`config.mk`:
```
export PLATFORM = sky130hd
export DESIGN_NAME = cdiv_top
export DESIGN_NICKNAME = d
export VERILOG_FILES = /design/src/rtl/cdiv_pkg.sv /design/src/rtl/cdiv_phase_counter.sv /design/src/rtl/cdiv_strobe_gen.sv /design/src/rtl/cdiv_ctrl_regs.sv /design/src/rtl/cdiv_top.sv
export SDC_FILE = /design/constraint.sdc
export NUM_CORES = 1
export LEC_CHECK = 0
export CELL_PAD_IN_SITES_DETAIL_PLACEMENT = 1
export CELL_PAD_IN_SITES_GLOBAL_PLACEMENT = 1
export CORE_MARGIN = 1
export CORE_UTILIZATION = 36
export CTS_CLUSTER_SIZE = 25
export DETAILED_ROUTE_END_ITERATION = 7
export PLACE_DENSITY_LB_ADDON = 0.1
export SYNTH_ARGS = -nofsm -noshare
export SYNTH_HDL_FRONTEND = slang
export SYNTH_HIERARCHICAL = 1
export SYNTH_SLANG_ARGS = --single-unit
```
`constraint.sdc`:
```
create_clock -name clk -period 2.2 [get_ports clk]
set_clock_uncertainty 0.2 [all_clocks]
set_input_delay 0.22 -clock clk [delete_from_list [all_inputs] [get_ports clk]]
set_output_delay 0.22 -clock clk [all_outputs]
set_load 0.005 [all_outputs]
```
`src/rtl/cdiv_pkg.sv`:
```
`timescale 1ns/1ps
package cdiv_pkg;

    parameter int NUM_DOM  = 5;
    parameter int CODE_W   = 2;
    parameter int CNT_W    = 3;
    parameter bit SRC_AT_MAX = 1'b1;

    localparam int CFG_W    = NUM_DOM * CODE_W;
    localparam int DATA_W   = CFG_W;
    localparam int BUSY_BIT = 0;
    localparam int ERR_BIT  = 1;

    typedef logic [CODE_W-1:0] ratio_t;
    typedef logic [CNT_W-1:0]  phase_t;

    typedef struct packed {
        ratio_t conv;
        ratio_t timer;
        ratio_t periph;
        ratio_t bus;
        ratio_t core;
    } ratio_cfg_t;

    typedef struct packed {
        logic bus_fast;
        logic periph_fast;
        logic timer_fast;
        logic conv_slow;
        logic over_max;
    } viol_t;

    typedef enum logic {
        ADDR_RATIO  = 1'b0,
        ADDR_STATUS = 1'b1
    } reg_addr_e;

    localparam ratio_cfg_t CFG_RESET = '{
        conv:   2'd2,
        timer:  2'd2,
        periph: 2'd2,
        bus:    2'd1,
        core:   2'd0
    };

    function automatic viol_t check_cfg(input ratio_cfg_t c);
        viol_t v;
        v.bus_fast    = (c.bus < c.core);
        v.periph_fast = (c.periph < c.bus);
        v.timer_fast  = (c.timer < c.core);
        v.conv_slow   = (c.conv > c.periph);
        v.over_max    = SRC_AT_MAX && ((c.bus == '0) || (c.periph == '0));
        return v;
    endfunction

    function automatic logic strobe_hit(input phase_t ph, input ratio_t code);
        phase_t mask;
        mask = '0;
        for (int i = 0; i < CNT_W; i++) begin
            if (i < int'(code)) mask[i] = 1'b1;
        end
        return (ph & mask) == '0;
    endfunction

endpackage

```
`src/rtl/cdiv_phase_counter.sv`:
```
`timescale 1ns/1ps
module cdiv_phase_counter
    import cdiv_pkg::*;
(
    input  logic   clk,
    input  logic   rst,
    output phase_t phase,
    output logic   wrap
);

    phase_t cnt_q;

    always_ff @(posedge clk) begin
        if (rst) cnt_q <= '0;
        else     cnt_q <= cnt_q + 1'b1;
    end

    assign phase = cnt_q;
    assign wrap  = (cnt_q == '1);

endmodule

```
`src/rtl/cdiv_strobe_gen.sv`:
```
`timescale 1ns/1ps
module cdiv_strobe_gen
    import cdiv_pkg::*;
(
    input  phase_t phase,
    input  ratio_t code,
    output logic   stb
);

    always_comb begin
        stb = strobe_hit(phase, code);
    end

endmodule

```
`src/rtl/cdiv_ctrl_regs.sv`:
```
`timescale 1ns/1ps
module cdiv_ctrl_regs
    import cdiv_pkg::*;
(
    input  logic              clk,
    input  logic              rst,
    input  logic              wr_en,
    input  logic              wr_addr,
    input  logic [DATA_W-1:0] wr_data,
    input  logic              wrap,
    output ratio_cfg_t        active_cfg,
    output logic              busy,
    output logic              cfg_err
);

    ratio_cfg_t active_q;
    ratio_cfg_t pend_cfg_q;
    logic       pend_q;
    logic       err_q;

    ratio_cfg_t new_cfg;
    viol_t      viol;
    logic       cfg_wr;
    logic       stat_wr;
    logic       cfg_ok;

    always_comb begin
        new_cfg = ratio_cfg_t'(wr_data[CFG_W-1:0]);
        viol    = check_cfg(new_cfg);
        cfg_ok  = (viol == '0);
        cfg_wr  = wr_en && (reg_addr_e'(wr_addr) == ADDR_RATIO);
        stat_wr = wr_en && (reg_addr_e'(wr_addr) == ADDR_STATUS);
    end

    always_ff @(posedge clk) begin
        if (rst) begin
            active_q   <= CFG_RESET;
            pend_cfg_q <= CFG_RESET;
            pend_q     <= 1'b0;
            err_q      <= 1'b0;
        end else begin
            if (pend_q && wrap) begin
                active_q <= pend_cfg_q;
                pend_q   <= 1'b0;
            end
            if (cfg_wr) begin
                if (cfg_ok) begin
                    pend_cfg_q <= new_cfg;
                    pend_q     <= 1'b1;
                end else begin
                    err_q <= 1'b1;
                end
            end
            if (stat_wr && wr_data[ERR_BIT]) begin
                err_q <= 1'b0;
            end
        end
    end

    assign active_cfg = active_q;
    assign busy       = pend_q;
    assign cfg_err    = err_q;

endmodule

```
`src/rtl/cdiv_top.sv`:
```
`timescale 1ns/1ps
module cdiv_top
    import cdiv_pkg::*;
(
    input  logic              clk,
    input  logic              rst,
    input  logic              wr_en,
    input  logic              wr_addr,
    input  logic [DATA_W-1:0] wr_data,
    input  logic              rd_addr,
    output logic [DATA_W-1:0] rd_data,
    output logic              core_stb,
    output logic              bus_stb,
    output logic              periph_stb,
    output logic              timer_stb,
    output logic              conv_stb,
    output logic              clkout_en,
    output logic              busy,
    output logic              cfg_err
);

    phase_t     phase_q;
    logic       wrap;
    ratio_cfg_t active_cfg;
    ratio_t     dom_code [NUM_DOM];
    logic [NUM_DOM-1:0] stb_vec;

    cdiv_phase_counter u_cnt (
        .clk   (clk),
        .rst   (rst),
        .phase (phase_q),
        .wrap  (wrap)
    );

    cdiv_ctrl_regs u_regs (
        .clk        (clk),
        .rst        (rst),
        .wr_en      (wr_en),
        .wr_addr    (wr_addr),
        .wr_data    (wr_data),
        .wrap       (wrap),
        .active_cfg (active_cfg),
        .busy       (busy),
        .cfg_err    (cfg_err)
    );

    always_comb begin
        dom_code[0] = active_cfg.core;
        dom_code[1] = active_cfg.bus;
        dom_code[2] = active_cfg.periph;
        dom_code[3] = active_cfg.timer;
        dom_code[4] = active_cfg.conv;
    end

    for (genvar g = 0; g < NUM_DOM; g++) begin : g_dom
        cdiv_strobe_gen u_gen (
            .phase (phase_q),
            .code  (dom_code[g]),
            .stb   (stb_vec[g])
        );
    end

    cdiv_strobe_gen u_clkout (
        .phase (phase_q),
        .code  (active_cfg.bus),
        .stb   (clkout_en)
    );

    assign core_stb   = stb_vec[0];
    assign bus_stb    = stb_vec[1];
    assign periph_stb = stb_vec[2];
    assign timer_stb  = stb_vec[3];
    assign conv_stb   = stb_vec[4];

    always_comb begin
        rd_data = '0;
        case (reg_addr_e'(rd_addr))
            ADDR_RATIO:  rd_data = active_cfg;
            ADDR_STATUS: begin
                rd_data[BUSY_BIT] = busy;
                rd_data[ERR_BIT]  = cfg_err;
            end
            default:     rd_data = '0;
        endcase
    end

endmodule

```
Word-level counts from Yosys, hierarchy flattened --
Cells that the tools add are included.
Storage, ports and cells: register bits 25, input port bits 15, output and inout bits 18, word-level logic and storage cells 78
Operators by class: add/subtract/negate cells 1, order comparisons 19, equal/unequal tests 1, multiplexer cells 20, bitwise gates (word level) 8, reduce and logical (&&, ||, !) cells 16
Operators by type and width (count):
- less-than comparator 1 x 2 -> 1 bit, first input constant | 10
- 2-to-1 mux 1 bit | 18
- bitwise AND 3 bit | 5
- zero test 3 bit | 5
- less-than comparator 2 bit, first input constant | 5
- 2-to-1 mux 8 bit | 1
- less-than comparator 2 bit | 3
- zero test 5 bit | 1
- logical AND 1 bit | 4
- zero test 2 bit | 2
- one-hot mux 2 bit (2 select lines) | 1
- AND reduction 2 bit | 2
- adder 3 x 1 -> 3 bit, second input constant | 1
- == test 3 bit, second input constant | 1
- NOT 1 bit | 3
- greater-than comparator 2 bit | 1
- OR reduction 2 bit | 1
- logical OR 1 bit | 1

Logic depth before layout (Yosys ltp) --
Gate-level depths: netlist of run 1.
word-level depth 5, gate-level depth with buffers 8, gate-level depth less buffers 7

By module --
The synthesis of run 1 kept the hierarchy.
By module, submodules not included:
- cdiv_ctrl_regs | instances 1, cells each 117, area each 1036.0 um^2, seq. area each 440.4 um^2
- cdiv_strobe_gen | instances 6, cells each 3, area each 23.8 um^2, seq. area each 0.0 um^2
- cdiv_top | instances 1, cells each 11, area each 111.4 um^2, seq. area each 0.0 um^2
- cdiv_phase_counter | instances 1, cells each 8, area each 101.3 um^2, seq. area each 60.1 um^2

Least setup slack after synthesis of run 1 --
OpenSTA, ideal clock, no wires.
kind register to register, start reg u_cnt.cnt_q[0], in the netlist u_cnt/phase[0], end reg u_regs.active_q, in the netlist u_regs/active_cfg[0], setup time 0.070 ns, data arrival time 1.423 ns, required time 1.930 ns, path slack 0.507 ns, stages on the path, launching flop included 7, path buffers 1, clock period less this slack 1.693 ns, cell sequence dfxtp_1 -> ha_1 -> ha_1 -> and2_1 -> clkbuf_1 -> nand2_1 -> a21oi_1
Between the ends: word-level cells in the longest chain between the ends 2
RTL lines:
- start, declared | RTL line cdiv_phase_counter.sv:11 | phase_t cnt_q;
- start signal, assigned | RTL line cdiv_phase_counter.sv:15 | else cnt_q <= cnt_q + 1'b1;
- == test 3 bit | RTL line cdiv_phase_counter.sv:19 | assign wrap = (cnt_q == '1);
- via wrap | RTL line cdiv_top.sv:23 | logic wrap;
- logical AND 1 bit | RTL line cdiv_ctrl_regs.sv:42 | if (pend_q && wrap) begin
- end signal, assigned | RTL line cdiv_ctrl_regs.sv:43 | active_q <= pend_cfg_q;
- end, declared | RTL line cdiv_ctrl_regs.sv:16 | ratio_cfg_t active_q;
The timed path passes the listed nets, and every way through them passes these cells. A chain may end at the register's enable or synchronous reset.

Worst setup path in the final report of run 1 --
start in rd_addr, end out rd_data[0]
Between the ends: word-level cells in the longest chain between the ends 2
RTL lines:
- start, declared | RTL line cdiv_top.sv:10 | input logic rd_addr,
- NOT 1 bit | RTL line cdiv_top.sv:77 | case (reg_addr_e'(rd_addr))
- one-hot mux 2 bit (2 select lines) (*) | RTL line cdiv_top.sv:77
- end, declared | RTL line cdiv_top.sv:11 | output logic [DATA_W-1:0] rd_data,
Every way passes the cells marked *; elsewhere a longest branch is shown, timed or not.

==> key figures, run 1 <==
Synthesis
  – Synth cell count leaders: 25 x dfxtp_1, 21 x nand2_1, 14 x nand2b_1
  – Synth Instances: roughly 150
  – Syn Nets: 176
  – Post-synthesis compound-gate area fraction: 16.5%
  – Asr flop ratio synth: 0%
  – Adder-Cell Fraction of Synth Area: 6.29%
  – #FFs+latches synth: 25
  – Post-Syn Area: 1390 um2
  – Most used DFF post-synth: dfxtp_1
  – Simple-Gate Fraction of Synth Area: 26.8%
  – Post-synth top area cell: dfxtp_1
  – XOR/XNOR Fraction of Synth Area: 0%
  – Mux contribution to synthesized area: 9.35%
  – Top post-synthesis cells by area: dfxtp_1 36%, mux2i_1 7.2%, ha_1 6.3%
  – Largest family of logic cells by synthesized area: simple AND/OR/NAND/NOR gates
  – Post-synth EDFFs: 0
  – Synthesized area per cell: 9.03 um2
  – Most common cell in the netlist: dfxtp_1
  – Post-synth top area share: 36.0%
  – Yosys cell types: 29
  – Sequential fraction of the synthesis area: between 30 and 40%
  – Synth warn: 6

Critical path
  – CP startpoint kind: input port
  – CP Capture Type: output pin
  – Worst EP required: 1780 ps
  – Worst-path fanout max: 10
  – Worst reg2reg path depth: 5
  – Critical path arrival: approximately 1700 ps
  – Worst R2R Setup Slack: 330 ps
  – Critical path class: in -> out

STA
  – Final worst-path cycle share: a little over nine tenths
  – RSZ-0062 raised after global routing: no
  – Fmax: 477 MHz
  – Setup-failing EPs final: 0
  – Pins Over Slew Limit: 0
  – Slew at the pin closest to its max-slew limit: 467 ps
  – Max transition margin: between 60% and 70%
  – Final hold vios: 0
  – Final hold slack: 265 ps
  – Period minus WS final: 2100 ps

Pwr
  – Maximum vdd drop: 0.175 mV
  – PwrDens: between 400 and 500 nW/um2
  – Pleak: 0.743 nW

Route
  – Initial DRC count: 28
  – Post-DRT Antenna Nets: 0
  – Via count: 1159
  – Avg WL per Cell: between 10 and 15 um
  – Final WL: 2950 um
  – Vias per cell: 4.87
  – Residual DRC: 0
  – DR pass1 iterations: 3

Global route
  – First-pass GRT wire length: just under 5000 um
  – Total track usage: 14.9%
  – Number of global-route vias before repair: 1149
  – Remaining Overflow, GRT: 0
  – Antenna violations before repair: 0
  – Largest net degree at the start of global routing: 15

Place
  – Placed Cells: 234
  – HPWL Detailed: ~2400 um
  – Area after DPL: 1770 um2
  – IO buf count: 32
  – Placer Congestion: between 0.7 and 0.8

Clock tree
  – Post_cts resized: 0
  – Post-CTS Setup Inserts: 0
  – Max clock buf depth: 2
  – Clk_lat worst skew: 260 ps
  – CTS root buffer: clkbuf_8
  – Hold-fix buffers, CTS: 0
  – CTS clk-pin slew, worst paths: 80 ps
  – CTS tree: done
  – TritonCTS Sinks: 25
  – H-tree depth: 1
  – TritonCTS buffer count: 3

Min path
  – Class of the worst hold path: reg -> reg
  – Hold Crit Depth: 2

Job
  – Max-cap violations: 0

Floorplan
  – I/O pin cnt: 33
  – Die X-Extent: roughly 64 um
  – Full die area: 4120 um2
  – Cell row count: 22
  – Initial Util: 37.7%
  – Overall die height: 64.2 um
  – Core area: 3690 um2

Layout
  – Antenna diodes: 0
  – Fin util: approximately half
  – Footprint of the multi-input gates: 821 um2
  – Seq. cell area: 500 um2
  – Final-layout fill cell count: 453
  – Share of layout cells above drive strength 1: between 15 and 20%
  – Final Cell Area: 1810 um2
  – Final #Nets: 213
  – Final std cells w/o fill: about 240
  – Area added between synthesis and finish: 30.4%

Status
  – Status: finished clean
## state kept, by name, indices dropped and copies added (netlist names)
register	cells
u_cnt/phase	3
u_regs/active_cfg	10
u_regs/busy	1
u_regs/cfg_err	1
u_regs/pend_cfg_q	10
## final cells by class
type                    count  share of cell area [%]
multi-input cells         117                    45.2
flip-flops and latches     25                    27.6
clock buffers               4                    2.48
inverters                   6                    1.24
well taps                  48                    3.31
repair buffers             38                    20.1
## cells by family (layout without fill, tap and decap cells)
logic type | after synthesis | in the layout
DFF | 25 | 25
adders and majority gates | 7 | 7
muxes | 12 | 12
AOI/OAI and AO/OA | 32 | 32
and+or+nand+nor | 66 | 66
buffers and inverters | 12 | 48
## worst paths after layout
path / start / end
max: rd_addr / rd_data[0]
min: u_regs/pend_cfg_q[1] / u_regs/active_cfg[1]
max reg2reg: u_cnt/phase[0] / u_regs/active_cfg[8]
min reg2reg: u_regs/pend_cfg_q[1] / u_regs/active_cfg[1]
## per-stage QoR
stage          worst slack (ps)  setup TNS, ps  total power, W
6_report                    104              0        0.000901
4_1_cts                    86.1              0        0.000914
5_1_grt                    41.9              0        0.000943
3_3_place_gp              -79.4           -816        0.000646
2_1_floorplan               507              0        0.000566
3_5_place_dp               -155          -1560        0.000653
## critical path, cell delays in order
cell	delay, ps
clkdlybuf4s50_1	680
mux2_4	330
clkdlybuf4s50_1	450
## per-layer routing
layer  up-vias  GRT usage (%)  routed length [um]
met2        27           28.6                1480
met1       536           16.4                1340
met4         0           5.83                  30
met3         2           1.79                  97
met5         -              0                   0
li1        594              -                   -
## layout by cell type, fill, tap and decap left out, types with 3 or more instances in the layout
cell type / Yosys / final
clkdlybuf4s50_1: 0 / 32
dfxtp_1: 25 / 25
nand2_1: 21 / 21
nand2b_1: 14 / 14
nor2_1: 10 / 10
mux2i_1: 10 / 10
a21oi_1: 9 / 9
and2b_2: 8 / 8
ha_1: 7 / 7
a21o_1: 6 / 6
o21a_1: 6 / 6
a21oi_2: 6 / 6
buf_4: 0 / 6
inv_1: 6 / 6
nor2b_1: 4 / 4
nand3b_1: 4 / 4
clkbuf_8: 0 / 3
## where the power goes
group	internal (W)	switching, W	leakage (nW)	total, W
combinational	0.000104	0.0000617	0.518	0.000165
sequential	0.000460	0.0000141	0.203	0.000475
clock	0.000129	0.000132	0.0228	0.000261
(Power assumes the default switching activity.)
==> run 2, diff against run 1 <==
- SETUP_SLACK_MARGIN: unset -> 0.2
- SLEW_MARGIN: unset -> 20
==> key figures, run 2 (synthesis gave the netlist of run 1 again) <==
Clock tree
  – CTS tree: done
  – Hold-fix buffers, CTS: 0 (unchanged)
  – Post-CTS Setup Inserts: 0 (unchanged)
  – CTS clk-pin slew, worst paths: 80 ps (about the same)
  – H-tree depth: 1 (unchanged)
  – TritonCTS Sinks: 25 (unchanged)
  – CTS root buffer: clkbuf_8
  – TritonCTS buffer count: 3 (unchanged)
  – Max clock buf depth: 2 (unchanged)
  – Clk_lat worst skew: 260 ps (about the same)

Global route
  – Total track usage: 15.6% (+0.71 points)
  – Largest net degree at the start of global routing: 15 (unchanged)
  – Antenna violations before repair: 0 (unchanged)
  – First-pass GRT wire length: 5060 um (+4.1%)
  – Remaining Overflow, GRT: 0 (unchanged)
  – Number of global-route vias before repair: 1168 (+1.7%)

Critical path
  – CP Capture Type: output pin
  – Crit-path cells: a21o_1, a21oi_2, clkdlybuf4s50_1
  – CP peak stage delay: 500 ps (-180 ps)
  – Critical path arrival: 1510 ps (-170 ps)
  – Worst Setup EP: conv_stb
  – RR Startpoint: u_cnt/phase[0]
  – Worst-path fanout max: 7 (-3)
  – CP startpoint kind: flop
  – Worst Setup SP: u_cnt/phase[2]
  – CP max stage cell: clkdlybuf4s50_1
  – RR Endpoint: u_regs/active_cfg[8]
  – Worst EP required: 1780 ps (about the same)
  – Worst R2R Setup Slack: 500 ps (+170 ps)
  – Critical path class: reg -> out
  – Worst reg2reg path depth: 5 (unchanged)

Pwr
  – PwrDens: 490 nW/um2 (-1.4%)
  – Maximum vdd drop: 0.175 mV (+0.24%)
  – Total power draw: 0.000904 W (+0.41%)
  – Pleak: 0.771 nW (+3.8%)

Layout
  – Antenna diodes: 0 (unchanged)
  – Final std cells w/o fill: 239 (+0.42%)
  – Most frequent cells in the layout: 27 x clkdlybuf4s50_1, 24 x dfxtp_1, 21 x nand2_1
  – Area added between synthesis and finish: 32.7%
  – Final Cell Area: 1850 um2 (+1.8%)
  – Final #Nets: 214 (+0.47%)
  – Most common cell after layout, fill and taps aside: clkdlybuf4s50_1
  – Share of layout cells above drive strength 1: 17.8% (+2.5 points)

STA
  – Final hold vios: 0 (unchanged)
  – Slew at the pin closest to its max-slew limit: 493 ps (+25.8 ps)
  – Setup-failing EPs final: 0 (unchanged)
  – Period minus WS final: 1930 ps (-168 ps)
  – Final worst-path cycle share: 87.6% (-7.6 points)
  – Max transition margin: 67.1% (-1.7 points)
  – RSZ-0062 raised after global routing: yes
  – Fmax: 519 MHz (+8.7%)
  – Pins Over Slew Limit: 0 (unchanged)

Route
  – Vias per cell: 4.88 (+0.27%)
  – Initial DRC count: 25 (-11%)
  – DR pass1 iterations: 4 (+1)
  – Via count: 1167 (+0.69%)
  – Residual DRC: 0 (unchanged)
  – Post-DRT Antenna Nets: 0 (unchanged)
  – Avg WL per Cell: 12.8 um (+3.0%)
  – Final WL: 3050 um (+3.4%)

Place
  – Placed Cells: 234 (unchanged)
  – Placer Congestion: 0.720 (unchanged)
  – IO buf count: 32 (unchanged)
  – HPWL Detailed: 2440 um (unchanged)
  – Area after DPL: 1770 um2 (unchanged)

Floorplan
  – Full die area: 4120 um2 (unchanged)
  – Overall die height: 64.2 um (unchanged)
  – Core area: 3690 um2 (unchanged)
  – Cell row count: 22 (unchanged)
  – Initial Util: 37.7% (unchanged)
  – Die X-Extent: 64.2 um (unchanged)
  – I/O pin cnt: 33 (unchanged)

Status
  – Status: finished clean

Min path
  – Hold path startpoint: wr_data[1]
  – Class of the worst hold path: in -> reg

Job
  – Max-cap violations: 0 (unchanged)
==> run 2: metal layers <==
metal  GRT usage [%]  share of wire [%]  wire length, um
met1            17.5                 46             1390
met2            29.8                 50             1520
met3            1.79                3.4              103
met4            5.83               0.98               30
met5               0                  0                0
==> run 2: cell type report <==
| class | instances | area (um2) |
|---|---|---|
| fillers | 452 | 1840 |
| well taps | 48 | 60.1 |
| clock buffers | 4 | 45.0 |
| multi-input cells | 118 | 851 |
| inverters | 6 | 22.5 |
| flip-flops and latches | 25 | 502 |
| repair buffers | 38 | 367 |
==> run 2: repair_timing <==
| item | CTS | global route |
|---|---|---|
| gates resized for setup | 6 | 4 |
| endpoints found under the setup margin | 26 | 11 |
| pin swaps | 3 | 2 |
| cloned | 1 | 0 |
==> run 2: per-stage QoR <==
step	hold WS [ps]	setup TNS [ps]	util, %	worst slack [ps]
floorplan	91.6	0	-	507
global placement	245	-816	48.0	-79.4
detailed placement	258	-1560	48.0	-155
CTS	270	0	49.8	231
global route	200	0	50.1	199
finish	175	0	50.1	272
==> run 2: how the worst min path moves through the flow <==
stage                                 endpoint  slack, ps  cells after the start
after floorplan                 u_cnt/phase[1]         90                      1
after CTS                 u_regs/active_cfg[6]        270                      2
after global placement    u_regs/active_cfg[3]        250                      2
after global routing      u_regs/pend_cfg_q[1]        200                      4
after detailed placement  u_regs/active_cfg[6]        260                      2
final                     u_regs/pend_cfg_q[1]        180                      4
==> run 2: critical path, delay by kind of cell (launching register included) <==
kind / cells / cell delay (ps)
buf+inv: 1 / 500
flops: 1 / 390
compound gates: 2 / 350
==> run 2: power by group <==
part	switching, W	internal (W)
Clock	0.000131	0.000129
Sequential	0.0000140	0.000461
Combinational	0.0000666	0.000103
Total	0.000211	0.000693
==> run 3, diff against run 2 <==
- CORE_UTILIZATION: 36 -> 39
- clock period: 2.2 -> 2.3 ns (I/O delays scaled with it)
==> key figures, run 3 (synthesis gave the netlist of run 1 again) <==
Status
  – Status: finished clean

Critical path
  – Worst EP required: 2360 ps (+580 ps)
  – Critical path arrival: 2070 ps (+560 ps)
  – Worst-path fanout max: 11 (+4)
  – Critical path class: in -> reg
  – CP Capture Type: flop
  – CP startpoint kind: input port

Layout
  – Most common cell after layout, fill and taps aside: clkdlybuf4s50_1
  – Antenna diodes: 0 (unchanged)
  – Share of layout cells above drive strength 1: 15.4% (-2.4 points)
  – Most frequent cells in the layout: 31 x clkdlybuf4s50_1, 23 x dfxtp_1, 21 x nand2_1
  – Final Cell Area: 1780 um2 (-3.7%)
  – Area added between synthesis and finish: 27.9%
  – Final std cells w/o fill: 234 (-2.1%)
  – Final #Nets: 211 (-1.4%)

Place
  – Area after DPL: 1750 um2 (-0.99%)
  – Worst slack, placed: -119 ps (+35.5 ps)
  – HPWL Detailed: 2500 um (+2.1%)
  – Placed Cells: 230 (-1.7%)
  – Placer Congestion: 0.747 (+3.7%)
  – IO buf count: 32 (unchanged)

STA
  – Final hold vios: 0 (unchanged)
  – Fmax: 497 MHz
  – Final worst-path cycle share: slightly below 90%
  – Period minus WS final: a little over 2000 ps
  – RSZ-0062 raised after global routing: yes
  – Max transition margin: 69.9% (+2.8 points)
  – Slew at the pin closest to its max-slew limit: 441 ps (-52.0 ps)
  – Setup-failing EPs final: 0 (unchanged)
  – Pins Over Slew Limit: 0 (unchanged)
  – Worst setup margin: 287 ps (+15.6 ps)

Job
  – Max-cap violations: 0 (unchanged)

Global route
  – Met2 Use GR: 32.3% (+2.5 points)
  – Largest net degree at the start of global routing: 20 (+5)
  – GRT met3 Usage: 3.11% (+1.3 points)
  – Busiest grt layer: met2
  – Total track usage: 17.9% (+2.3 points)
  – M1 GR Usage: 21.3% (+3.8 points)
  – Antenna violations before repair: 0 (unchanged)
  – First-pass GRT wire length: 4910 um (-2.9%)
  – Remaining Overflow, GRT: 0 (unchanged)
  – Number of global-route vias before repair: 1090 (-6.7%)

Route
  – Avg WL per Cell: 13.4 um (+5.3%)
  – Final WL: 3140 um (+3.1%)
  – Post-DRT Antenna Nets: 0 (unchanged)
  – Initial DRC count: 53 (+110%)
  – DR pass1 iterations: 4 (unchanged)
  – Residual DRC: 0 (unchanged)
  – Via count: 1171 (+0.34%)
  – Vias per cell: 5.00 (+2.5%)

Pwr
  – Pleak: 0.728 nW (-5.6%)
  – PwrDens: 456 nW/um2 (-6.9%)
  – Maximum vdd drop: 0.173 mV (-1.3%)

Clock tree
  – CTS root buffer: clkbuf_4
  – Max clock buf depth: 2 (unchanged)
  – CTS tree: done
  – CTS clk-pin slew, worst paths: 130 ps (+50 ps)
  – H-tree depth: 1 (unchanged)
  – TritonCTS Sinks: 25 (unchanged)
  – Clk_lat worst skew: 320 ps (+60 ps)
  – TritonCTS buffer count: 3 (unchanged)
  – Hold-fix buffers, CTS: 0 (unchanged)
  – Post_cts resized: 2 (-4)
  – Post-CTS Setup Inserts: 0 (unchanged)

Floorplan
  – Cell row count: 21 (-4.5%)
  – I/O pin cnt: 33 (unchanged)
  – Overall die height: 61.7 um (-3.8%)
  – Full die area: 3810 um2 (-7.4%)
  – Die X-Extent: 61.7 um (-3.8%)
  – Initial Util: 41.0% (+3.3 points)
  – Core area: 3390 um2 (-8.1%)

Min path
  – Class of the worst hold path: reg -> reg
run 3: changes by cell type in the layout (fill, tap and decap cells not counted), moves of 2 or more:
| cell | before | now |
|---|---|---|
| buf_4 | 6 | 4 |
| dlymetal6s2s_1 | 2 | 0 |
| clkdlybuf4s50_1 | 27 | 31 |
| clkbuf_8 | 3 | 0 |
| clkbuf_4 | 0 | 3 |
| dlygate4sd2_1 | 3 | 1 |
run 3: path summary, 6_finish.rpt:
check                                           from                   end  slack [ps]  cells past startpoint
worst max-delay path                      wr_data[5]  u_regs/pend_cfg_q[2]         290                      8
worst min-delay path            u_regs/pend_cfg_q[3]  u_regs/active_cfg[3]         280                      2
worst max register to register        u_cnt/phase[0]  u_regs/active_cfg[6]         520                      5
worst min register to register  u_regs/pend_cfg_q[3]  u_regs/active_cfg[3]         280                      2
run 3: metrics by stage:
stage / util, % / TNS (ps) / hold WS, ps / power, W
floorplan: - / 0 / 102 / 0.000542
global placement: 51.7 / -24.1 / 245 / 0.000614
detailed placement: 51.7 / -560 / 257 / 0.000623
CTS: 52.5 / 0 / 276 / 0.000819
global route: 52.5 / 0 / 304 / 0.000855
finish: 52.5 / 0 / 276 / 0.000811
run 3: area by class of cell:
cell class	instances	area, um2
inverter	6	22.5
timing repair buffer	36	349
multi-input combinational	117	821
clock buffer	4	26.3
fill	407	1610
tap	46	57.6
sequential	25	503
run 3: critical path, stage by stage:
cell and delay [ps]:
clkdlybuf4s50_1 480, inv_1 50, ha_1 300, nor2b_1 140
a2bb2oi_1 120, nor2_1 130, and4b_4 410, mux2i_1 220
run 3: power breakdown:
group          switching, W  total [W]  internal, W
combinational     0.0000591   0.000156    0.0000965
clock              0.000132   0.000200    0.0000679
sequential        0.0000136   0.000455     0.000442
run 3: routing by layer:
metal,up-vias,share of wire (%),wire length (um)
li1,589,-,-
met1,551,46,1440
met2,27,50,1570
met3,4,3.3,103
met4,0,1.1,35
met5,-,0,0
